$ cat config.mk
export PLATFORM = sky130hd
export DESIGN_NAME = spi_burst_master
export DESIGN_NICKNAME = d
export VERILOG_FILES = /design/src/rtl/spi_burst_pkg.sv /design/src/rtl/sbm_fifo.sv /design/src/rtl/sbm_clkdiv.sv /design/src/rtl/sbm_shifter.sv /design/src/rtl/spi_burst_master.sv
export SDC_FILE = /design/constraint.sdc
export NUM_CORES = 1
export LEC_CHECK = 0
export CORE_ASPECT_RATIO = 1.5
export CORE_MARGIN = 2
export CORE_UTILIZATION = 45
export DETAILED_ROUTE_END_ITERATION = 12
export GPL_TIMING_DRIVEN = 0
export MAX_ROUTING_LAYER = met4
export PLACE_DENSITY = 0.71
export SETUP_SLACK_MARGIN = 0.1
export SLEW_MARGIN = 40
export SYNTH_ARGS = -nofsm -noshare
export SYNTH_HDL_FRONTEND = slang
export SYNTH_SLANG_ARGS = --single-unit
$ cat constraint.sdc
create_clock -name clk -period 12.26 [get_ports clk]
set_clock_uncertainty 0.2 [all_clocks]
set_input_delay 1.226 -clock clk [delete_from_list [all_inputs] [get_ports clk]]
set_output_delay 1.226 -clock clk [all_outputs]
set_load 0.01 [all_outputs]
$ cat src/rtl/spi_burst_pkg.sv
`timescale 1ns/1ps
package spi_burst_pkg;
    localparam int WORD_W = 32;
    localparam int CS_N   = 4;
    localparam int CS_W   = 2;

    typedef enum logic [2:0] {
        ADDR_RXD  = 3'd0,
        ADDR_TXD  = 3'd1,
        ADDR_CTRL = 3'd2,
        ADDR_CFG  = 3'd3,
        ADDR_STAT = 3'd4
    } reg_addr_e;

    // control fields
    localparam int CTRL_EN_B    = 0;
    localparam int CTRL_XCH_B   = 2;
    localparam int CTRL_POST_LO = 8;
    localparam int CTRL_PRE_LO  = 12;
    localparam int CTRL_CS_LO   = 18;
    localparam int CTRL_LEN_LO  = 20;
    localparam logic [31:0] CTRL_KEEP = 32'hFFFC_FFF3;

    // per-select config offsets
    localparam int CFG_PHA_OFS   = 0;
    localparam int CFG_POL_OFS   = 4;
    localparam int CFG_SSPOL_OFS = 12;
    localparam int CFG_IDLE_OFS  = 20;
    localparam logic [31:0] CFG_KEEP = 32'h00F0_F0FF;

    // status bits
    localparam int STAT_DONE_B = 7;
    localparam int STAT_OVF_B  = 6;
endpackage

$ cat src/rtl/sbm_fifo.sv
`timescale 1ns/1ps
module sbm_fifo #(
    parameter int W     = 32,
    parameter int DEPTH = 8
) (
    input  logic         clk,
    input  logic         rst_n,
    input  logic         flush,
    input  logic         push,
    input  logic [W-1:0] wdata,
    input  logic         pop,
    output logic [W-1:0] rdata,
    output logic         empty,
    output logic         full
);
    localparam int AW = (DEPTH > 1) ? $clog2(DEPTH) : 1;
    localparam int CW = $clog2(DEPTH + 1);

    typedef struct packed {
        logic [DEPTH-1:0][W-1:0] mem;
        logic [AW-1:0]           wp;
        logic [AW-1:0]           rp;
        logic [CW-1:0]           cnt;
    } fifo_t;

    fifo_t q, d;
    logic  do_push, do_pop;

    assign empty = (q.cnt == '0);
    assign full  = (q.cnt == CW'(DEPTH));
    assign rdata = q.mem[q.rp];

    always_comb begin
        d       = q;
        do_push = push && !full;
        do_pop  = pop && !empty;
        if (flush) begin
            d.wp  = '0;
            d.rp  = '0;
            d.cnt = '0;
        end else begin
            if (do_push) begin
                d.mem[q.wp] = wdata;
                d.wp = (q.wp == AW'(DEPTH - 1)) ? '0 : q.wp + 1'b1;
            end
            if (do_pop) begin
                d.rp = (q.rp == AW'(DEPTH - 1)) ? '0 : q.rp + 1'b1;
            end
            d.cnt = q.cnt + CW'(do_push) - CW'(do_pop);
        end
    end

    always_ff @(posedge clk or negedge rst_n) begin
        if (!rst_n) q <= '0;
        else        q <= d;
    end

    // occupancy never exceeds the configured depth
    assert_fifo_bound_R11: assert property (@(posedge clk) disable iff (!rst_n)
        q.cnt <= CW'(DEPTH));
endmodule

$ cat src/rtl/sbm_clkdiv.sv
`timescale 1ns/1ps
module sbm_clkdiv #(
    parameter int DIV_W = 4
) (
    input  logic             clk,
    input  logic             rst_n,
    input  logic             run,
    input  logic [DIV_W-1:0] pre,
    input  logic [DIV_W-1:0] post,
    output logic             tick
);
    localparam int CNT_W = DIV_W + (1 << DIV_W) + 1;

    typedef struct packed {
        logic [CNT_W-1:0] cnt;
    } div_t;

    div_t             q, d;
    logic [CNT_W-1:0] span;

    always_comb begin
        span = (CNT_W'(pre) + 1'b1) << post;
        tick = run && (q.cnt == span - 1'b1);
        d    = q;
        if (!run || tick) d.cnt = '0;
        else              d.cnt = q.cnt + 1'b1;
    end

    always_ff @(posedge clk or negedge rst_n) begin
        if (!rst_n) q <= '0;
        else        q <= d;
    end

    // the count stays inside one half period
    assert_div_window_R3: assert property (@(posedge clk) disable iff (!rst_n)
        run |-> (q.cnt < span));
endmodule

$ cat src/rtl/sbm_shifter.sv
`timescale 1ns/1ps
module sbm_shifter #(
    parameter int LEN_W  = 12,
    parameter int WORD_W = 32,
    parameter int CS_W   = 2
) (
    input  logic              clk,
    input  logic              rst_n,
    input  logic              flush,
    input  logic              start,
    input  logic [LEN_W-1:0]  len_m1,
    input  logic [CS_W-1:0]   cs_i,
    input  logic              cpha_i,
    input  logic              cpol_i,
    input  logic              tick,
    input  logic [WORD_W-1:0] tx_data,
    input  logic              tx_empty,
    output logic              tx_pop,
    output logic              rx_push,
    output logic [WORD_W-1:0] rx_word,
    input  logic              miso,
    output logic              mosi,
    output logic              sclk,
    output logic              busy,
    output logic [CS_W-1:0]   cs_o,
    output logic              done
);
    localparam int BC_W  = $clog2(WORD_W + 1);
    localparam int IDX_W = $clog2(WORD_W);
    localparam int REM_W = LEN_W + 1;

    typedef struct packed {
        logic              busy;
        logic              half;
        logic              first;
        logic              sclk;
        logic              cpha;
        logic              cpol;
        logic [CS_W-1:0]   cs;
        logic [WORD_W-1:0] sr;
        logic [WORD_W-1:0] rsr;
        logic [BC_W-1:0]   tx_left;
        logic [BC_W-1:0]   rx_cnt;
        logic [BC_W-1:0]   rx_size;
        logic [REM_W-1:0]  rem;
    } eng_t;

    eng_t              q, d;
    logic              sample, shift;
    logic [REM_W-1:0]  rem_after;
    logic [WORD_W-1:0] fetched;
    logic [BC_W-1:0]   nb;

    assign mosi    = q.sr[WORD_W-1];
    assign sclk    = q.sclk;
    assign busy    = q.busy;
    assign cs_o    = q.cs;
    assign rx_word = {q.rsr[WORD_W-2:0], miso};

    always_comb begin
        d         = q;
        tx_pop    = 1'b0;
        rx_push   = 1'b0;
        done      = 1'b0;
        sample    = 1'b0;
        shift     = 1'b0;
        rem_after = q.rem;
        fetched   = tx_empty ? '0 : tx_data;
        nb        = BC_W'(len_m1[IDX_W-1:0]) + 1'b1;
        if (flush) begin
            d = '0;
        end else if (!q.busy) begin
            if (start) begin
                tx_pop    = !tx_empty;
                d.busy    = 1'b1;
                d.half    = 1'b0;
                d.first   = 1'b1;
                d.sclk    = cpol_i;
                d.cpol    = cpol_i;
                d.cpha    = cpha_i;
                d.cs      = cs_i;
                d.sr      = fetched << (WORD_W - int'(nb));
                d.tx_left = nb;
                d.rx_size = nb;
                d.rx_cnt  = '0;
                d.rsr     = '0;
                d.rem     = REM_W'(len_m1) + 1'b1;
            end
        end else if (tick) begin
            d.sclk = ~q.sclk;
            d.half = ~q.half;
            sample = (q.half == q.cpha);
            if (sample) begin
                rem_after = q.rem - 1'b1;
                d.rem     = rem_after;
                if (q.rx_cnt + 1'b1 == q.rx_size) begin
                    rx_push   = 1'b1;
                    d.rx_cnt  = '0;
                    d.rsr     = '0;
                    d.rx_size = BC_W'(WORD_W);
                end else begin
                    d.rx_cnt = q.rx_cnt + 1'b1;
                    d.rsr    = {q.rsr[WORD_W-2:0], miso};
                end
            end
            if (!q.half) d.first = 1'b0;
            shift = q.cpha ? (!q.half && !q.first)
                           : (q.half && rem_after != '0);
            if (shift) begin
                if (q.tx_left == BC_W'(1)) begin
                    tx_pop    = !tx_empty;
                    d.sr      = fetched;
                    d.tx_left = BC_W'(WORD_W);
                end else begin
                    d.sr      = q.sr << 1;
                    d.tx_left = q.tx_left - 1'b1;
                end
            end
            if (q.half && rem_after == '0) begin
                done   = 1'b1;
                d.busy = 1'b0;
            end
        end
    end

    always_ff @(posedge clk or negedge rst_n) begin
        if (!rst_n) q <= '0;
        else        q <= d;
    end

    // completion ends the burst on the next edge
    assert_done_ends_R12: assert property (@(posedge clk) disable iff (!rst_n)
        done |=> !q.busy);
    // the transmit queue is drained only by a running or starting burst
    assert_pop_gated_R2: assert property (@(posedge clk) disable iff (!rst_n)
        tx_pop |-> (q.busy || start));
    // the serial clock moves only on divider ticks
    assert_sclk_hold_R3: assert property (@(posedge clk) disable iff (!rst_n)
        (q.busy && !tick && !flush) |=> $stable(q.sclk));
    // a burst begins at the polarity level
    assert_start_level_R5: assert property (@(posedge clk) disable iff (!rst_n)
        (start && !q.busy && !flush) |=> (q.sclk == q.cpol));
endmodule

$ cat src/rtl/spi_burst_master.sv
`timescale 1ns/1ps
module spi_burst_master
    import spi_burst_pkg::*;
#(
    parameter int FIFO_DEPTH = 8,
    parameter int DIV_W      = 4,
    parameter int LEN_W      = 12
) (
    input  logic        clk,
    input  logic        rst_n,
    input  logic        bus_en,
    input  logic        bus_we,
    input  logic [2:0]  bus_addr,
    input  logic [31:0] bus_wdata,
    output logic [31:0] bus_rdata,
    output logic        spi_sclk,
    output logic        spi_mosi,
    input  logic        spi_miso,
    output logic [3:0]  spi_ss
);
    typedef struct packed {
        logic [31:0] ctrl;
        logic [31:0] cfg;
        logic        done;
        logic        ovf;
    } regs_t;

    regs_t q, d;

    logic              wr_ctrl, wr_cfg, wr_stat, wr_tx, rd_rx, start, flush;
    logic [CS_W-1:0]   start_cs, ctrl_cs, eng_cs;
    logic              tx_empty, tx_full, tx_pop;
    logic              rx_empty, rx_full, rx_push;
    logic [WORD_W-1:0] tx_head, rx_head, rx_word;
    logic              tick, eng_busy, eng_done, eng_sclk;

    assign wr_ctrl  = bus_en && bus_we && (bus_addr == ADDR_CTRL);
    assign wr_cfg   = bus_en && bus_we && (bus_addr == ADDR_CFG);
    assign wr_stat  = bus_en && bus_we && (bus_addr == ADDR_STAT);
    assign wr_tx    = bus_en && bus_we && (bus_addr == ADDR_TXD);
    assign rd_rx    = bus_en && !bus_we && (bus_addr == ADDR_RXD);
    assign flush    = !q.ctrl[CTRL_EN_B];
    assign start    = wr_ctrl && q.ctrl[CTRL_EN_B] && bus_wdata[CTRL_EN_B]
                      && bus_wdata[CTRL_XCH_B] && !eng_busy;
    assign start_cs = bus_wdata[CTRL_CS_LO +: CS_W];
    assign ctrl_cs  = q.ctrl[CTRL_CS_LO +: CS_W];

    always_comb begin
        d = q;
        if (wr_ctrl) d.ctrl = bus_wdata & CTRL_KEEP;
        if (wr_cfg)  d.cfg  = bus_wdata & CFG_KEEP;
        if (wr_stat) begin
            if (bus_wdata[STAT_DONE_B]) d.done = 1'b0;
            if (bus_wdata[STAT_OVF_B])  d.ovf  = 1'b0;
        end
        if (eng_done)               d.done = 1'b1;
        if (rx_push && rx_full)     d.ovf  = 1'b1;
    end

    always_ff @(posedge clk or negedge rst_n) begin
        if (!rst_n) q <= '0;
        else        q <= d;
    end

    always_comb begin
        case (bus_addr)
            ADDR_RXD:  bus_rdata = rx_empty ? '0 : rx_head;
            ADDR_CTRL: bus_rdata = q.ctrl | (32'(eng_busy) << CTRL_XCH_B);
            ADDR_CFG:  bus_rdata = q.cfg;
            ADDR_STAT: bus_rdata = (32'(q.done) << STAT_DONE_B)
                                 | (32'(q.ovf) << STAT_OVF_B);
            default:   bus_rdata = '0;
        endcase
    end

    sbm_fifo #(.W(WORD_W), .DEPTH(FIFO_DEPTH)) u_txq (
        .clk(clk), .rst_n(rst_n), .flush(flush),
        .push(wr_tx), .wdata(bus_wdata), .pop(tx_pop),
        .rdata(tx_head), .empty(tx_empty), .full(tx_full)
    );

    sbm_fifo #(.W(WORD_W), .DEPTH(FIFO_DEPTH)) u_rxq (
        .clk(clk), .rst_n(rst_n), .flush(flush),
        .push(rx_push), .wdata(rx_word), .pop(rd_rx),
        .rdata(rx_head), .empty(rx_empty), .full(rx_full)
    );

    sbm_clkdiv #(.DIV_W(DIV_W)) u_div (
        .clk(clk), .rst_n(rst_n), .run(eng_busy),
        .pre(q.ctrl[CTRL_PRE_LO +: DIV_W]),
        .post(q.ctrl[CTRL_POST_LO +: DIV_W]),
        .tick(tick)
    );

    sbm_shifter #(.LEN_W(LEN_W), .WORD_W(WORD_W), .CS_W(CS_W)) u_eng (
        .clk(clk), .rst_n(rst_n), .flush(flush), .start(start),
        .len_m1(bus_wdata[CTRL_LEN_LO +: LEN_W]),
        .cs_i(start_cs),
        .cpha_i(q.cfg[CFG_PHA_OFS + int'(start_cs)]),
        .cpol_i(q.cfg[CFG_POL_OFS + int'(start_cs)]),
        .tick(tick),
        .tx_data(tx_head), .tx_empty(tx_empty), .tx_pop(tx_pop),
        .rx_push(rx_push), .rx_word(rx_word),
        .miso(spi_miso), .mosi(spi_mosi), .sclk(eng_sclk),
        .busy(eng_busy), .cs_o(eng_cs), .done(eng_done)
    );

    assign spi_sclk = eng_busy ? eng_sclk : q.cfg[CFG_IDLE_OFS + int'(ctrl_cs)];

    for (genvar i = 0; i < CS_N; i++) begin : g_sel
        assign spi_ss[i] = (eng_busy && eng_cs == CS_W'(i))
                           ? q.cfg[CFG_SSPOL_OFS + i] : ~q.cfg[CFG_SSPOL_OFS + i];
    end

    // the overflow flag rises only on a push into a full receive queue
    assert_ovf_cause_R8: assert property (@(posedge clk) disable iff (!rst_n)
        $rose(q.ovf) |-> $past(rx_push && rx_full));
    // at most one select differs from its inactive level
    assert_one_select_R6: assert property (@(posedge clk) disable iff (!rst_n)
        $countones(spi_ss ^ ~q.cfg[CFG_SSPOL_OFS +: CS_N]) <= 1);
    // a disabled block runs no burst
    assert_flush_idle_R10: assert property (@(posedge clk) disable iff (!rst_n)
        flush |=> !eng_busy);
endmodule

# --- After elaboration in Yosys (flattened, before gate mapping) ---
# Index checks and enable logic that the tools add are counted.
classes:
  n_bitwise: 8
  n_shift: 2
  n_lt_le_gt_ge: 9
  n_reduce_logical: 55
  muxes: 80
  add_sub_neg: 19
  n_eq_ne: 29
ops:
  columns: ["op", "count"]
  rows:
  - ["$bwmux 256", 2]
  - ["$mux 32", 10]
  - ["$mux 103", 2]
  - ["$bmux 32 s3", 2]
  - ["$demux 32 s3", 2]
  - ["$mux 95", 2]
  - ["$pmux 32 s4", 1]
  - ["$mux 13", 4]
  - ["$mux 1", 32]
  - ["$or 32x3->32", 1]
  - ["$shl 32x32->32", 1]
  - ["$logic_and 1x1->1", 26]
  - ["$mux 25", 1]
  - ["$mux 3", 8]
  - ["$mux 6", 4]
  - ["$add 21x1->21 const B", 1]
  - ["$eq 21x21->1", 1]
  - ["$mux 21", 1]
  - ["$shl 21x4->21", 1]
  - ["$sub 21x1->21 const B", 1]
  - ["$mux 10", 2]
  - ["$lt 3x4->1 const B", 4]
  - ["$eq 3x3->1 const B", 5]
  - ["$ne 3x3->1 const B", 5]
  - ["other kinds (44)", 83]
totals:
  wordCells: 241
  register_bits: 700

# --- Longest topological paths before layout ---
logic_depth:
  word_depth: 18
  mapped_depth: 25
  mapped_depth_nobuf: 22

# --- By module ---
# Synthesis repeated with hierarchy kept, for this count alone.
hier_totals:
  cells_unflattened: 2881
  hier_area_um2: 37802.5
by_module_without_submodules:
  columns: ["module", "n_inst", "area_per_inst_um2", "cells_per_inst", "seq_area_each_um2"]
  rows:
  - ["sbm_fifo (u_txq)", 1, 12181.7, 727, 6656.4]
  - ["sbm_fifo (u_rxq)", 1, 12175.4, 727, 6656.4]
  - ["sbm_shifter", 1, 7783.7, 856, 2527.4]
  - ["sbm_clkdiv", 1, 3042.9, 367, 525.5]
  - ["spi_burst_master", 1, 2618.8, 204, 1151.1]

# --- Least setup slack after synthesis ---
# No wires, ideal clock.
synth_timing:
  path_type: "register to register"
  startpoint: "register q[47] (netlist name)"
  endpoint: "register u_txq.q[1] (netlist name)"
  synth_period_minus_slack_ns: 4.873
  setup_time_ns: 0.119
  arrival_time_ns: 4.554
  slack_ns: 7.387
  t_required_ns: 11.941
  stages_incl_launch_ff: 20
  cell_sequence: "dfrtp_1 -> ha_1 -> buf_4 -> xor2_2 -> o211a_1 -> o32ai_4 -> nand3_2 -> or4_1 -> o31ai_1 -> o22ai_1 -> a2111oi_4 -> and4_1 -> clkbuf_1 -> a21oi_1 -> nor3_1 -> ha_1 -> inv_1 -> ha_1 -> fa_1 -> and2_1"
synth_rtl:
  columns: ["item", "line_no", "text"]
  rows:
  - ["start: declaration", "spi_burst_master.sv:28", "regs_t q, d;"]
  - ["start signal: assignment", "spi_burst_master.sv:61", "if (!rst_n) q <= '0;"]
  - ["start signal: assignment", "spi_burst_master.sv:62", "else q <= d;"]
  - ["end: declaration", "sbm_fifo.sv:26", "fifo_t q, d;"]

==> metrics.md <==
| Metric | Value |
|---|---|
| Number of gates resized after cts | 0 |
| M1 GR Usage | 32.3% |
| CTS tree | yes |
| Final wirelength | 112000 um |
| Synth cell count leaders | 700 x dfrtp_1, 427 x mux2_2, 214 x nand2_1, 208 x nor2_1, 158 x clkbuf_1 |
| Setup TNS | 0 ns |
| R2r worst-path depth | 20 |
| Setup ws final | 5.82 ns |
| Pre-CTS setup slack | 5.88 ns |
| Worst slew pin tran | 0.916 ns |
| Yosys top cell area share | 47.6% |
| Initial antenna violation count | 8 |
| Run status | complete, no violations |
| WL per Instance | 25.8 um |
| CP Class | register to register |
| Clk slew on worst S/H paths | 0.06 ns |
| Avg Cell Area, Syn | 11.9 um^2 |
| DR vias | 26.7k |
| Critical Path Slowest Stage Cell | nor4b_2 |
| Max H-tree Level | 3 |
| # port buffers | 67 |
| Crit end category | register |
| Residual DRC count | 0 |
| Post-DP HPWL | 80200 um |
| DRT Pass-1 Iters | 6 |
| Synthesized cell area | 0.0368 mm^2 |
| Period minus WS final | 6.44 ns |
| Tightest Hold Check Type | register to register |
| WP data required | 12.56 ns |
| Number of nets in the layout | 3309 |
| Post-CTS setup buffer count | 0 |
| Final setup violation count | 0 |
| Crit-path max FO | 10 |
| Area Growth Syn to Fin | 13.0% |
| Final Hold Vio Count | 0 |
| Synth area leaders | dfrtp_1 48%, mux2_2 13%, mux4_2 8.6%, mux2_4 2.3%, nand2_1 2.2% |
| Synth Flop Type | dfrtp_1 |
| Cts hold-fix bufs | 0 |
| Power per cell area | 137 mW/mm^2 |
| Met2 usage | 44.5% |
| Clock Tree Root | clkbuf_16 |
| Seq/Total Area, Yosys | 47.6% |
| RSZ-0062 raised after global routing | no |
| Peak Freq | 0.155 GHz |
| Synth area leader | dfrtp_1 |
| R2r endpoint | u_txq.q[3]$_DFF_PN0_ |
| Vias in the first global route | 27.3k |
| Die Span Y | 354 um |
| Clock Latency Late Sink | 0.64 ns |
| Sink Count | 700 |
| Syn Nets | 3159 |
| Fin crit share | 52.6% |
| Total Die Area | 0.0842 mm^2 |
| Row cnt | 128 |
| Tot GR Track Use | 27.5% |
| R2r setup slk | 5.82 ns |
| Met3 Use GR | 4.13% |
| Pins Over Slew Limit | 0 |
| GRT overflow | 0 |
| Hold Path Stages | 1 |
| Most crowded layer after global routing | met2 |
| Initial Utilization | 45.3% |
| Post-Syn Instances | 3089 |
| Initial drt markers | 2644 |
| Vias per cell | 6.15 |
| Hold Path End | u_rxq.q[114]$_DFFE_PN0P_ |
| Num CTS Buffers | 71 |
| Layout cell share with drive strength beyond 1 | 27.6% |
| CP max stage delay | 0.71 ns |
| Number of different library cells in the post-synthesis netlist | 96 |
| Die W | 238 um |
| Rel. slew slack | 38.5% |
| Dominant cell by count in the synthesized netlist | dfrtp_1 |
| #FFs+latches synth | 700 |
| Critical path arrival | 6.74 ns |
| Maximum vdd ir drop | 0.142 mV |
| GPL Wtd Cong | 1.02 |
| Largest net degree at the start of global routing | 111 |
| P_leak | 18.6 nW |
| Deepest clock path buffer count | 3 |
| Post-synth EDFFs | 0 |
| Ys async rst share | 100% |
| Post-DRT Antenna Nets | 0 |
| First-pass GRT wire length | 169000 um |
| Crit-path cells | buf_2 > and3_1 > mux2i_1 > a31oi_1 > o41ai_2 > and2_1 > nand4b_1 > nand4b_1 > nor4b_2 > and4_1 > clkbuf_1 > a21oi_1 > nor3_1 > ha_1 > inv_1 > ha_1 > a21o_1 > a21oi_1 > xnor2_1 > nor2_1 |
| Crit start category | register |
| Syn. warnings | 0 |
| I/O pin count | 78 |
| Worst hold path startpoint | u_rxq.q[114]$_DFFE_PN0P_ |
| Core Footprint | 0.0812 mm^2 |
| R2R Path Start | q[46]$_DFFE_PN0P_ |
| Max cap viols | 0 |
==> layout by cell type, fill, tap and decap left out, types with 15 or more instances in the layout <==
| cell type | count |
|---|---|
| buf_2 | 46 |
| ha_1 | 28 |
| inv_1 | 37 |
| nand2_1 | 214 |
| clkinv_2 | 15 |
| clkbuf_1 | 156 |
| dfrtp_1 | 700 |
| nand3_1 | 116 |
| mux4_2 | 141 |
| xor2_1 | 24 |
| nor3_1 | 46 |
| a22oi_1 | 27 |
| a211oi_1 | 45 |
| clkbuf_16 | 72 |
| o31ai_1 | 15 |
| buf_1 | 28 |
| mux2i_1 | 71 |
| xnor2_1 | 46 |
| mux2_1 | 68 |
| mux2_2 | 427 |
| clkbuf_2 | 43 |
| mux2_4 | 57 |
| and3_1 | 23 |
| nor2_1 | 207 |
| a21oi_1 | 95 |
| o21ai_0 | 131 |
| clkdlybuf4s50_1 | 66 |
==> per-stage QoR <==
| stage | cell area (um^2) | hold WS, ns | util, % | total power [mW] | std cells |
|---|---|---|---|---|---|
| after floorplan | 36800 | 0.245 | - | 3.00 | 3089 |
| final | 41600 | 0.276 | 51.2 | 5.69 | 4342 |
| after global placement | 38800 | 0.257 | 47.8 | 3.35 | 4196 |
| after detailed placement | 39100 | 0.270 | 48.1 | 3.37 | 4205 |
| after global routing | 41600 | 0.289 | 51.2 | 5.87 | 4342 |
| after CTS | 41600 | 0.283 | 51.2 | 5.70 | 4334 |
==> flip-flops by register name, indices dropped and copies added, names as in the netlist <==
signal	flops
u_rxq.q	266
u_txq.q	266
ctrl_cs	2
u_div.q	21
u_eng.sclk	1
u_eng.q	65
u_eng.rx_word	31
u_eng.mosi	1
u_eng.cs_o	2
q	44
u_eng.busy	1
==> where the power goes <==
| part | switching [mW] | total, mW | leakage, nW | internal, mW |
|---|---|---|---|---|
| clock network | 0.980 | 2.34 | 1.22 | 1.36 |
| logic | 0.599 | 0.919 | 7.73 | 0.320 |
| registers | 0.0507 | 2.43 | 9.66 | 2.38 |
==> routing by layer <==
metal	wire length [um]	up-vias	part of all wire, %
met5	0	-	0
met4	7780	0	6.9
met3	6400	340	5.7
met2	54400	1043	48
met1	43600	13700	39
li1	-	11600	-
==> cell type report <==
| class | count | area (um^2) |
|---|---|---|
| timing repair buffer | 77 | 888 |
| tap | 1040 | 1300 |
| buffer | 277 | 1240 |
| fill | 7007 | 39600 |
| antenna | 7 | 17.5 |
| clock inverter | 36 | 505 |
| inverter | 41 | 154 |
| clock buffer | 93 | 1970 |
| multi-input combinational | 2071 | 18000 |
| sequential | 700 | 17500 |
==> worst max path at each step <==
stage | from | end | slack [ns] | cells after the start
after floorplan | q[47]$_DFFE_PN0P_ | u_txq.q[1]$_DFF_PN0_ | 7.39 | 19
after global placement | rst_n | u_eng.q[74]$_DFFE_PN0P_ | -21.83 | 1
after detailed placement | q[47]$_DFFE_PN0P_ | u_txq.q[3]$_DFF_PN0_ | 5.88 | 21
after CTS | q[47]$_DFFE_PN0P_ | u_txq.q[3]$_DFF_PN0_ | 5.84 | 21
after global routing | q[47]$_DFFE_PN0P_ | u_txq.q[3]$_DFF_PN0_ | 5.39 | 21
final | q[46]$_DFFE_PN0P_ | u_txq.q[3]$_DFF_PN0_ | 5.82 | 20
==> worst max-delay path, delay by kind of cell, from the launching register on <==
kind	cells	cell delay [ns]
AO/OA/AOI/OAI	5	1.60
XOR/XNOR	1	0.14
adder cells (fa/ha/maj)	2	0.45
buffers and inverters	3	0.64
flip-flops	1	0.35
multiplexers	1	0.63
AND/OR/NAND/NOR	8	2.27
==> cells by family after synthesis <==
group / synth area share (%)
AOI/OAI and AO/OA: 8.08
xor gates and xnor gates: 1.71
adders and majority gates: 1.06
buffers and inverters: 3.67
DFF: 47.6
muxes: 28.2
and+or+nand+nor: 9.67
(Power assumes the default switching activity.)
